==> config.mk <==
export PLATFORM = sky130hd
export DESIGN_NAME = sdram_refresh_seq
export DESIGN_NICKNAME = d
export VERILOG_FILES = /design/src/rtl/sdram_ref_pkg.sv /design/src/rtl/ref_interval_timer.sv /design/src/rtl/ref_pending_ctr.sv /design/src/rtl/ref_seq_fsm.sv /design/src/rtl/sdram_refresh_seq.sv
export SDC_FILE = /design/constraint.sdc
export NUM_CORES = 1
export LEC_CHECK = 0
export BUFFER_PORTS_ARGS = -buffer_cell sky130_fd_sc_hd__buf_2
export CAP_MARGIN = 20
export CORE_UTILIZATION = 40
export DETAILED_ROUTE_END_ITERATION = 8
export GPL_TIMING_DRIVEN = 0
export PLACE_DENSITY = 0.64
export SLEW_MARGIN = 5
export SYNTH_ARGS = -nofsm -noshare
export SYNTH_HDL_FRONTEND = slang
export SYNTH_HIERARCHICAL = 1
export SYNTH_SLANG_ARGS = --single-unit
==> constraint.sdc <==
create_clock -name clk -period 4.9 [get_ports clk]
set_input_delay 0.49 -clock clk [delete_from_list [all_inputs] [get_ports clk]]
set_output_delay 0.49 -clock clk [all_outputs]
set_load 0.02 [all_outputs]
==> src/rtl/sdram_ref_pkg.sv <==
// Shared types for the refresh sequencer: sequence states and command opcodes.
package sdram_ref_pkg;

    typedef enum logic [2:0] {
        ST_IDLE     = 3'd0,
        ST_PREA     = 3'd1,
        ST_WAIT_RP  = 3'd2,
        ST_REF      = 3'd3,
        ST_WAIT_RFC = 3'd4
    } seq_state_t;

    typedef enum logic [1:0] {
        OP_NONE = 2'b00,
        OP_PREA = 2'b01,
        OP_REF  = 2'b10
    } dram_op_t;

endpackage

==> src/rtl/ref_interval_timer.sv <==
// Free-running period counter. Raises tick for one cycle when the count reaches
// cfg_interval-1, then restarts at zero. Assumes cfg_interval >= 2; a lowered
// interval takes effect at once because the compare uses >=.
module ref_interval_timer #(
    parameter int CNT_W = 16
) (
    input  logic             clk,
    input  logic             rst_n,
    input  logic [CNT_W-1:0] cfg_interval,
    output logic             tick
);
    logic [CNT_W-1:0] cnt;

    // Period end detection.
    assign tick = (cnt >= (cfg_interval - CNT_W'(1)));

    // Count cycles, wrap at the period end.
    always_ff @(posedge clk) begin
        if (!rst_n)    cnt <= '0;
        else if (tick) cnt <= '0;
        else           cnt <= cnt + CNT_W'(1);
    end
endmodule

==> src/rtl/ref_pending_ctr.sv <==
// Backlog of refresh ticks not yet serviced. Saturates at DEPTH (further ticks
// are dropped); a tick and a service in the same cycle cancel out.
module ref_pending_ctr #(
    parameter int DEPTH = 8
) (
    input  logic clk,
    input  logic rst_n,
    input  logic tick,
    input  logic serviced,
    output logic pend_nz,
    output logic full
);
    localparam int PW = $clog2(DEPTH + 1);
    localparam logic [PW-1:0] MAXV = PW'(DEPTH);

    logic [PW-1:0] cnt;

    // Status decodes.
    assign pend_nz = (cnt != '0);
    assign full    = (cnt == MAXV);

    // Saturating up/down count.
    always_ff @(posedge clk) begin
        if (!rst_n) begin
            cnt <= '0;
        end else begin
            unique case ({tick, serviced})
                2'b10:   if (cnt != MAXV) cnt <= cnt + PW'(1);
                2'b01:   if (cnt != '0)   cnt <= cnt - PW'(1);
                default: cnt <= cnt;
            endcase
        end
    end
endmodule

==> src/rtl/ref_seq_fsm.sv <==
// Refresh command sequence: on grant, optionally precharge-all (only if a bank is
// open), wait max(trp,2) cycles, issue refresh, then lock out for max(trfc,2)
// cycles. Assumes cfg_trp/cfg_trfc stable while busy.
module ref_seq_fsm
    import sdram_ref_pkg::*;
#(
    parameter int TW = 8
) (
    input  logic          clk,
    input  logic          rst_n,
    input  logic          req_pending,
    input  logic          grant,
    input  logic          banks_idle,
    input  logic [TW-1:0] cfg_trp,
    input  logic [TW-1:0] cfg_trfc,
    output logic          busy,
    output logic          cmd_valid,
    output dram_op_t      cmd_op,
    output logic          ref_issue
);
    seq_state_t    state, state_n;
    logic [TW-1:0] tmr;
    logic          tmr_done;

    // Saturating decrement used for timer loads.
    function automatic logic [TW-1:0] less_one(input logic [TW-1:0] v);
        return (v == '0) ? '0 : v - TW'(1);
    endfunction

    assign tmr_done = (tmr <= TW'(1));

    // Next-state selection.
    always_comb begin
        state_n = state;
        unique case (state)
            ST_IDLE:     if (req_pending && grant)
                             state_n = banks_idle ? ST_WAIT_RP : ST_PREA;
            ST_PREA:     state_n = ST_WAIT_RP;
            ST_WAIT_RP:  if (tmr_done) state_n = ST_REF;
            ST_REF:      state_n = ST_WAIT_RFC;
            ST_WAIT_RFC: if (tmr_done) state_n = ST_IDLE;
            default:     state_n = ST_IDLE;
        endcase
    end

    // State register.
    always_ff @(posedge clk) begin
        if (!rst_n) state <= ST_IDLE;
        else        state <= state_n;
    end

    // Wait timer: loaded at each anchor point, counts down to zero.
    always_ff @(posedge clk) begin
        if (!rst_n)
            tmr <= '0;
        else if (state == ST_PREA || (state == ST_IDLE && state_n == ST_WAIT_RP))
            tmr <= less_one(cfg_trp);
        else if (state == ST_REF)
            tmr <= less_one(cfg_trfc);
        else if (tmr != '0)
            tmr <= tmr - TW'(1);
    end

    // Output decodes.
    always_comb begin
        busy      = (state != ST_IDLE);
        ref_issue = (state == ST_REF);
        cmd_valid = (state == ST_PREA) || (state == ST_REF);
        cmd_op    = (state == ST_PREA) ? OP_PREA :
                    (state == ST_REF)  ? OP_REF  : OP_NONE;
    end
endmodule

==> src/rtl/sdram_refresh_seq.sv <==
// Top of the refresh sequencer: period timer, backlog counter and command FSM.
// Assumes the scheduler issues nothing while ref_busy is high.
module sdram_refresh_seq
    import sdram_ref_pkg::*;
#(
    parameter int CNT_W    = 16,
    parameter int TW       = 8,
    parameter int PEND_MAX = 8
) (
    input  logic             clk,
    input  logic             rst_n,
    input  logic [CNT_W-1:0] cfg_interval,
    input  logic [TW-1:0]    cfg_trp,
    input  logic [TW-1:0]    cfg_trfc,
    input  logic             ref_grant,
    input  logic             banks_idle,
    output logic             ref_req,
    output logic             ref_urgent,
    output logic             ref_busy,
    output logic             cmd_valid,
    output logic [1:0]       cmd_op
);
    logic     tick, pend_nz, ref_issue;
    dram_op_t op_w;

    ref_interval_timer #(.CNT_W(CNT_W)) u_timer (
        .clk(clk), .rst_n(rst_n), .cfg_interval(cfg_interval), .tick(tick)
    );

    ref_pending_ctr #(.DEPTH(PEND_MAX)) u_pend (
        .clk(clk), .rst_n(rst_n), .tick(tick), .serviced(ref_issue),
        .pend_nz(pend_nz), .full(ref_urgent)
    );

    ref_seq_fsm #(.TW(TW)) u_fsm (
        .clk(clk), .rst_n(rst_n), .req_pending(pend_nz), .grant(ref_grant),
        .banks_idle(banks_idle), .cfg_trp(cfg_trp), .cfg_trfc(cfg_trfc),
        .busy(ref_busy), .cmd_valid(cmd_valid), .cmd_op(op_w),
        .ref_issue(ref_issue)
    );

    // Request only while no sequence runs.
    assign ref_req = pend_nz && !ref_busy;
    assign cmd_op  = op_w;
endmodule

==> impl_metrics.csv, run 1 <==
group,metric,value,unit
status,status,"complete, no violations",
route,wl_per_cell,12.2,µm
grt,use_met1,0.210,
worst_setup_path,crit_path_start_kind,"input pin",
timing,totalNegativeSetupSlack,0,ns
route,drt_iter0_drc,42,
cts,numCtsBuffers,5,
worst_setup_path,crit_fanout,7,
synth,syn_avg_cell_area,8.16,µm²
power,p_per_area,309,nW/µm²
timing,worst_pin_slew,0.542,ns
synth,seq_area_frac_synth,0.241,
die,ios,42,
timing,finalClockSkew,0.00572,ns
cts,clk_latency,0.28,ns
power,p_int,0.615,mW
synth,syn_area,2580,µm²
route,drc,0,
grt,grt_busiest_layer,"met2",
die,core,6060,µm²
layout,syn2layout_area_growth,16.2,%
cts,h-tree-depth,2,
layout,drive_above_1_share,0.192,
place,hpwl,4410,µm
synth,synthTopCellsByArea,"dfxtp_1 (24%), ha_1 (12%), xnor2_1 (8.2%)",
worst_setup_path,r2r_start,"u_timer/cnt[13]",
timing,fin_ws,1.05,ns
grt,met3_usage,0.0363,
die,start_util,0.425,
synth,synth-main-ff-cell,"dfxtp_1",
timing,fmax,260,MHz
worst_setup_path,reg2reg_slack,2.23,ns
power,power,0.926,mW
cts,cts-root-buf,"clkbuf_8",
worst_setup_path,critPathSlowestCell,"or4b_4",
synth,synthDistinctLibCells,66,
worst_setup_path,path_common_cell,"ha_1",
timing,drv_slew,0,
worst_hold_path,hold_path_class,"in2reg",
job,maxCapViolations,0,
worst_setup_path,cp.depth,20,
grt,track_usage,0.178,
worst_setup_path,critPathMaxStageDelay,0.51,ns
route,num_vias,2340,
route,ant_nets,0,
cts,post_cts_buffers,0,
power,p_switching,0.311,mW
grt,antenna_found_initial,0,
cts,cts_sinks,31,
layout,diodes,0,
grt,grt_start_max_net_pins,14,
place,io_buffers,41,
synth,synth_common_cells,"nor2_1 (42), dfxtp_1 (31), ha_1 (24), xnor2_1 (24), nand2_1 (23)",
timing,setup_viol,0,
route,drt-pass1-iter-count,4,
synth,synth_top_area_frac,0.241,
timing,grt_setup_unrepaired,"false",
timing,finalCriticalPeriod,3.85,ns
synth,synth_top_area_cell,"dfxtp_1",
grt,grt_pass1_vias,2203,
timing,hold_viol_final,0,
worst_setup_path,cpLargestDelayFamily,"simple AND/OR/NAND/NOR gates",
worst_hold_path,holdPathStages,2,
place,dpl_worst_slack,0.693,ns
worst_setup_path,critPathBufInv,3,
die,die_y,82.3,µm
worst_setup_path,worstReg2RegEnd,"u_pend/cnt[2]",
synth,synth_cells,316,
power,sw_frac_of_total,0.336,
worst_setup_path,reg2reg_depth,12,
cts,clkTransAtPathRegs,0.06,ns
die,rows,28,
worst_setup_path,endpoint_kind,"flop",
synth,ys_warn_count,6,
grt,grt_pass1_wl,9310,µm
synth,synth-seq-cells,31,
power,seqPwrFrac,0.360,
synth,synth_edf_count,0,
power,p_leak,1.24,nW
route,vias_per_cell,5.32,
cts,hold_buffers,0,
synth,synth.most_common_cell,"nor2_1",
synth,synth.net_count,376,
worst_setup_path,critical_path_class,"in2reg",
synth,synth_async_sr_flop_share,0,
cts,cts_tree,"built",
worst_setup_path,critPathArrivalTime,4.04,ns
power,power_frac_clock,0.277,
cts,max-clock-path-buffers,2,
worst_hold_path,whs_endpoint,"u_fsm/tmr[0]",
worst_hold_path,hp-start,"cfg_trp[0]",
worst_setup_path,crit_chain,"buf_2 -> inv_1 -> ha_1 -> or4b_4 -> nor3_4 -> nand2_2 -> nor4_2 -> xnor2_1 -> ha_1 -> o21ai_0 -> o221ai_1 -> a31oi_1 -> o21ai_0 -> buf_6 -> nand2b_1 -> xnor2_1 -> ha_1 -> nor4b_2 -> o22ai_1 -> o32ai_1",
layout,nets,424,
grt,met2_usage,0.319,
die,dieArea,6770,µm²
grt,overflow,0,
timing,slew_headroom,0.636,
route,drt_wl_total,5370,µm
power,pwr-share-comb,0.363,
power,ir_drop,0.135,mV
die,die_w,82.3,µm
cts,cts_resized,0,
place,place_congestion,0.835,
timing,hold_slack,0.454,ns
timing,post-route-period-util,0.786,
worst_setup_path,required,5.09,ns
## how the worst max path moves through the flow
stage / start / end / slack [ns]
finish: cfg_interval[0] / u_pend/cnt[2] / 1.05
floorplan: cfg_interval[0] / u_pend/cnt[2] / 1.23
CTS: cfg_interval[0] / u_pend/cnt[2] / 0.99
global route: cfg_interval[0] / u_pend/cnt[2] / 0.69
global placement: cfg_interval[0] / u_pend/cnt[2] / 0.79
detailed placement: cfg_interval[0] / u_pend/cnt[2] / 0.69
## worst register-to-register path, cell delays in order (launching register included)
cell	delay, ns
dfxtp_1	0.40
ha_1	0.27
a211oi_1	0.24
o221ai_1	0.20
a31oi_1	0.17
o21ai_0	0.14
buf_6	0.16
nand2b_1	0.17
xnor2_1	0.14
ha_1	0.21
nor4b_2	0.26
o22ai_1	0.13
o32ai_1	0.11
## cell families (layout without fill, tap and decap cells)
| kind of cell | Yosys count | after routing | synth area share |
|---|---|---|---|
| AND/OR/NAND/NOR | 134 | 134 | 0.300 |
| AO/OA/AOI/OAI | 61 | 61 | 0.157 |
| XOR/XNOR | 40 | 40 | 0.136 |
| flip-flops | 31 | 31 | 0.241 |
| adder cells (fa/ha/maj) | 24 | 24 | 0.116 |
| buffers and inverters | 23 | 72 | 0.0374 |
| multiplexers | 3 | 3 | 0.0126 |
## per-layer routing
metal	wire (µm)	vias to the layer above
met2	2530	46
li1	-	1242
met5	0	-
met1	2590	1046
met3	172	6
met4	74	0
## placed cells by master (no fill, tap or decap), types with 2 or more instances in the layout
cell       Yosys  layout
or4_1          5       5
clkbuf_8       0       6
o22ai_1        4       4
nor3_1        12      12
nor2b_1        3       3
nor2_1        42      42
a21oi_1       15      15
o31ai_1        2       2
a211oi_1       3       3
xor2_1        16      16
o211ai_1       3       3
o21ai_0       10      10
xnor2_1       24      24
dfxtp_1       31      31
nand3_1        5       5
nand2b_1       5       5
ha_1          24      24
buf_2          2      43
nor3b_1        3       3
a2bb2oi_1      2       2
inv_1         19      19
and4_1         2       2
nand4_1        5       5
a21boi_1       2       2
o21ai_1        2       2
and2_1         2       2
nor4_1         6       6
o221ai_1       2       2
nor4_2         2       2
o2111ai_1      2       2
nor4b_2        2       2
nand2_1       23      23
o32ai_1        2       2
## stage by stage
step | cells | util | area, µm²
floorplan | 316 | - | 2580
global placement | 432 | 0.475 | 2880
detailed placement | 432 | 0.475 | 2880
CTS | 440 | 0.494 | 3000
global route | 440 | 0.494 | 3000
finish | 440 | 0.494 | 3000
## power groups by stage
stage / combinational, mW / sequential [mW] / clock (mW)
floorplan: 0.264 / 0.326 / 0
global placement: 0.330 / 0.338 / 0
detailed placement: 0.336 / 0.338 / 0
CTS: 0.336 / 0.333 / 0.265
global route: 0.381 / 0.338 / 0.277
finish: 0.336 / 0.333 / 0.257
## state kept, by name, indices dropped and copies added (netlist names)
signal,flops
u_timer/cnt,16
u_fsm/tmr,8
u_pend/cnt,4
u_fsm/state,3
## layout make-up
type / instances / area (µm²)
multi-input cells: 262 / 1860
inverters: 20 / 75.1
repair buffers: 41 / 205
plain buffers: 3 / 21.3
fillers: 607 / 3070
clock inverters: 2 / 35.0
flip-flops and latches: 31 / 621
clock buffers: 6 / 82.6
well taps: 75 / 93.8
Power figures use the tool's default switching activity.
==> run 2: changes to the inputs <==
ABC_AREA = 1   (was default)
PLACE_DENSITY = 0.65   (was 0.64)
clock period = 3.4 ns   (was 4.9 ns; I/O delays follow)
==> run 2 against run 1 <==
  * Utilization down 2.2 points
  * Highest routed layer unchanged
  * Cell count increased by 44%
  * Critical path depth increased by 5
  * Largest power group unchanged
  * Via count is 27% higher
  * Largest cell class unchanged
  * Sequential cell count did not move
  * Power increased by 34%
  * Register-to-register slack lost 1.1 ns
  * Combinational power increased by 54%
==> impl_metrics.csv, run 2 <==
group,metric,value,unit
layout,largest_reg_flops,16,
status,status,"complete, no violations",
timing,worst_pin_slew,0.330,ns
worst_setup_path,endpoint_kind,"flop",
layout,layout_commonest_cell,"nand2_1",
timing,finalCriticalPeriod,2.88,ns
layout,nFillCells,814,
layout,final_area,3440,µm²
grt,grt_pass1_vias,2645,
timing,fin_ws,0.517,ns
synth,ys_warn_count,6,
worst_setup_path,crit_fanout,4,
worst_setup_path,reg2reg_depth,20,
place,place_congestion,0.822,
synth,syn_area,3030,µm²
synth,synthTopCellsByArea,"dfxtp_1 (20%), nand2_1 (13%), ha_1 (9.9%)",
route,ant_nets,0,
die,die_y,89.1,µm
grt,antenna_found_initial,0,
power,p_leak,1.71,nW
place,postPlaceCellArea,3360,µm²
die,rows,31,
timing,drv_slew,0,
die,dieArea,7930,µm²
route,drt_iter0_drc,88,
route,met3_length,128,µm
route,drc,0,
synth,synth-main-ff-cell,"dfxtp_1",
grt,grt_pass1_wl,10800,µm
synth,synth.net_count,545,
timing,hold_viol_final,0,
synth,synth-seq-cells,31,
synth,seq_area_frac_synth,0.205,
layout,diodes,0,
timing,finalClockSkew,0.00398,ns
power,ir_drop,0.195,mV
layout,drive_above_1_share,0.195,
power,p_per_area,362,nW/µm²
cts,h-tree-depth,2,
layout,final_cell_mix,"nand2_1 (102), inv_1 (78), nor2_1 (61)",
synth,synth_common_cells,"nand2_1 (102), inv_1 (78), nor2_1 (61)",
timing,slew_headroom,0.779,
route,drt-pass1-iter-count,4,
cts,cts_resized,0,
route,drt_wl_total,6210,µm
worst_setup_path,worstReg2RegEnd,"u_pend/cnt[2]",
cts,clk_latency,0.28,ns
place,dpl_worst_slack,0.155,ns
layout,top_regs,"u_timer/cnt: 16 flops, u_fsm/tmr: 8 flops, u_pend/cnt: 4 flops",
timing,totalNegativeSetupSlack,0,ns
layout,largest-register,"u_timer/cnt",
die,start_util,0.416,
die,core,7290,µm²
worst_setup_path,crit_path_start_kind,"input pin",
die,ios,42,
timing,setup_viol,0,
cts,post_cts_buffers,0,
timing,fmax,347,MHz
synth,synth_edf_count,0,
cts,clkTransAtPathRegs,0.06,ns
cts,numCtsBuffers,5,
worst_setup_path,reg2reg_slack,1.17,ns
synth,synth.most_common_cell,"nand2_1",
synth,synth_top_area_cell,"dfxtp_1",
route,top_layer,"met4",
worst_setup_path,critical_path_class,"in2reg",
place,io_buffers,41,
synth,synth_cells,485,
grt,track_usage,0.172,
power,power,1.24,mW
layout,multi_input_area,2060,µm²
cts,cts_sinks,31,
route,vias_per_cell,4.69,
die,die_w,89.1,µm
worst_hold_path,hold_path_class,"in2reg",
timing,grt_setup_unrepaired,"false",
place,hpwl,5250,µm
route,wl_met1,2890,µm
cts,max-clock-path-buffers,2,
synth,synthDistinctLibCells,26,
cts,hold_buffers,0,
route,num_vias,2971,
layout,syn2layout_area_growth,13.5,%
worst_setup_path,cp-endpoint,"u_pend/cnt[2]",
worst_setup_path,r2r_start,"u_timer/cnt[6]",
worst_setup_path,critPathArrivalTime,3.06,ns
cts,cts_tree,"built",
synth,syn_avg_cell_area,6.25,µm²
route,met2_length,3110,µm
synth,synth_top_area_frac,0.205,
worst_setup_path,required,3.58,ns
route,wl_per_cell,9.81,µm
grt,grt_start_max_net_pins,12,
cts,cts-root-buf,"clkbuf_8",
timing,post-route-period-util,0.848,
layout,regArea,621,µm²
job,maxCapViolations,0,
grt,overflow,0,
worst_setup_path,critPathLaunch,"cfg_interval[0]",
synth,synth_async_sr_flop_share,0,
layout,nets,593,
## run 2: cell types whose count changed in the layout (fill, tap and decap cells not counted), sizes merged, moves of 9 or more
cell	before	now
nand2	24	113
inv	19	88
nand3	5	55
nor2	42	86
xnor2	24	9
nor4	9	0
## run 2: through the flow
stage,hold slack [ns],std cells,utilization
finish,0.395,633,0.472
global route,0.394,633,0.472
CTS,0.381,633,0.472
detailed placement,0.482,625,0.461
global placement,0.466,625,0.461
floorplan,0.438,485,-
## run 2: where the power goes
| group | internal [mW] | total (mW) | switching, mW |
|---|---|---|---|
| Sequential | 0.408 | 0.451 | 0.0425 |
| Clock | 0.143 | 0.276 | 0.133 |
| Combinational | 0.210 | 0.518 | 0.308 |
## run 2: worst min-delay path by stage
stage / endpoint / slack (ns) / cells past startpoint / startpoint
after floorplan: u_fsm/tmr[0] / 0.44 / 2 / rst_n
after global placement: u_timer/cnt[0] / 0.47 / 1 / u_timer/cnt[0]
after detailed placement: u_timer/cnt[0] / 0.48 / 1 / u_timer/cnt[0]
after CTS: u_fsm/tmr[2] / 0.38 / 4 / cfg_trp[2]
after global routing: u_fsm/tmr[2] / 0.39 / 4 / cfg_trp[2]
final: u_fsm/tmr[2] / 0.40 / 4 / cfg_trp[2]
## run 2: final cells by class
class	instances	area share
plain buffers	2	0.00545
clock buffers	7	0.0222
clock inverters	1	0.00145
inverters	88	0.0959
multi-input cells	364	0.599
flip-flops and latches	31	0.180
well taps	99	0.0360
repair buffers	41	0.0596
## run 2: cells by family after synthesis
family,count (synthesis),synth area share
AND/OR/NAND/NOR,277,0.441
adder cells (fa/ha/maj),24,0.0990
AO/OA/AOI/OAI,34,0.0569
buffers and inverters,90,0.115
XOR/XNOR,29,0.0837
flip-flops,31,0.205
## run 2: layer usage
layer / up-vias / GRT usage
li1: 1620 / -
met1: 1307 / 0.196
met2: 37 / 0.330
met3: 7 / 0.0249
met4: 0 / 0.0519
met5: - / 0
## run 2: critical path, stage by stage
cell	delay, ns
buf_2	0.11
inv_1	0.10
ha_1	0.19
inv_1	0.09
nor2_2	0.19
nand4_1	0.18
o21ai_0	0.18
o21ai_1	0.08
inv_1	0.06
ha_1	0.23
nand4_1	0.12
a21oi_1	0.06
nor2_2	0.16
nand2_1	0.14
inv_2	0.11
nand3_1	0.10
nand2_1	0.09
inv_1	0.04
ha_1	0.16
inv_1	0.05
nand2_1	0.06
inv_1	0.05
nand2_1	0.04
nand2_1	0.05
a21oi_1	0.05
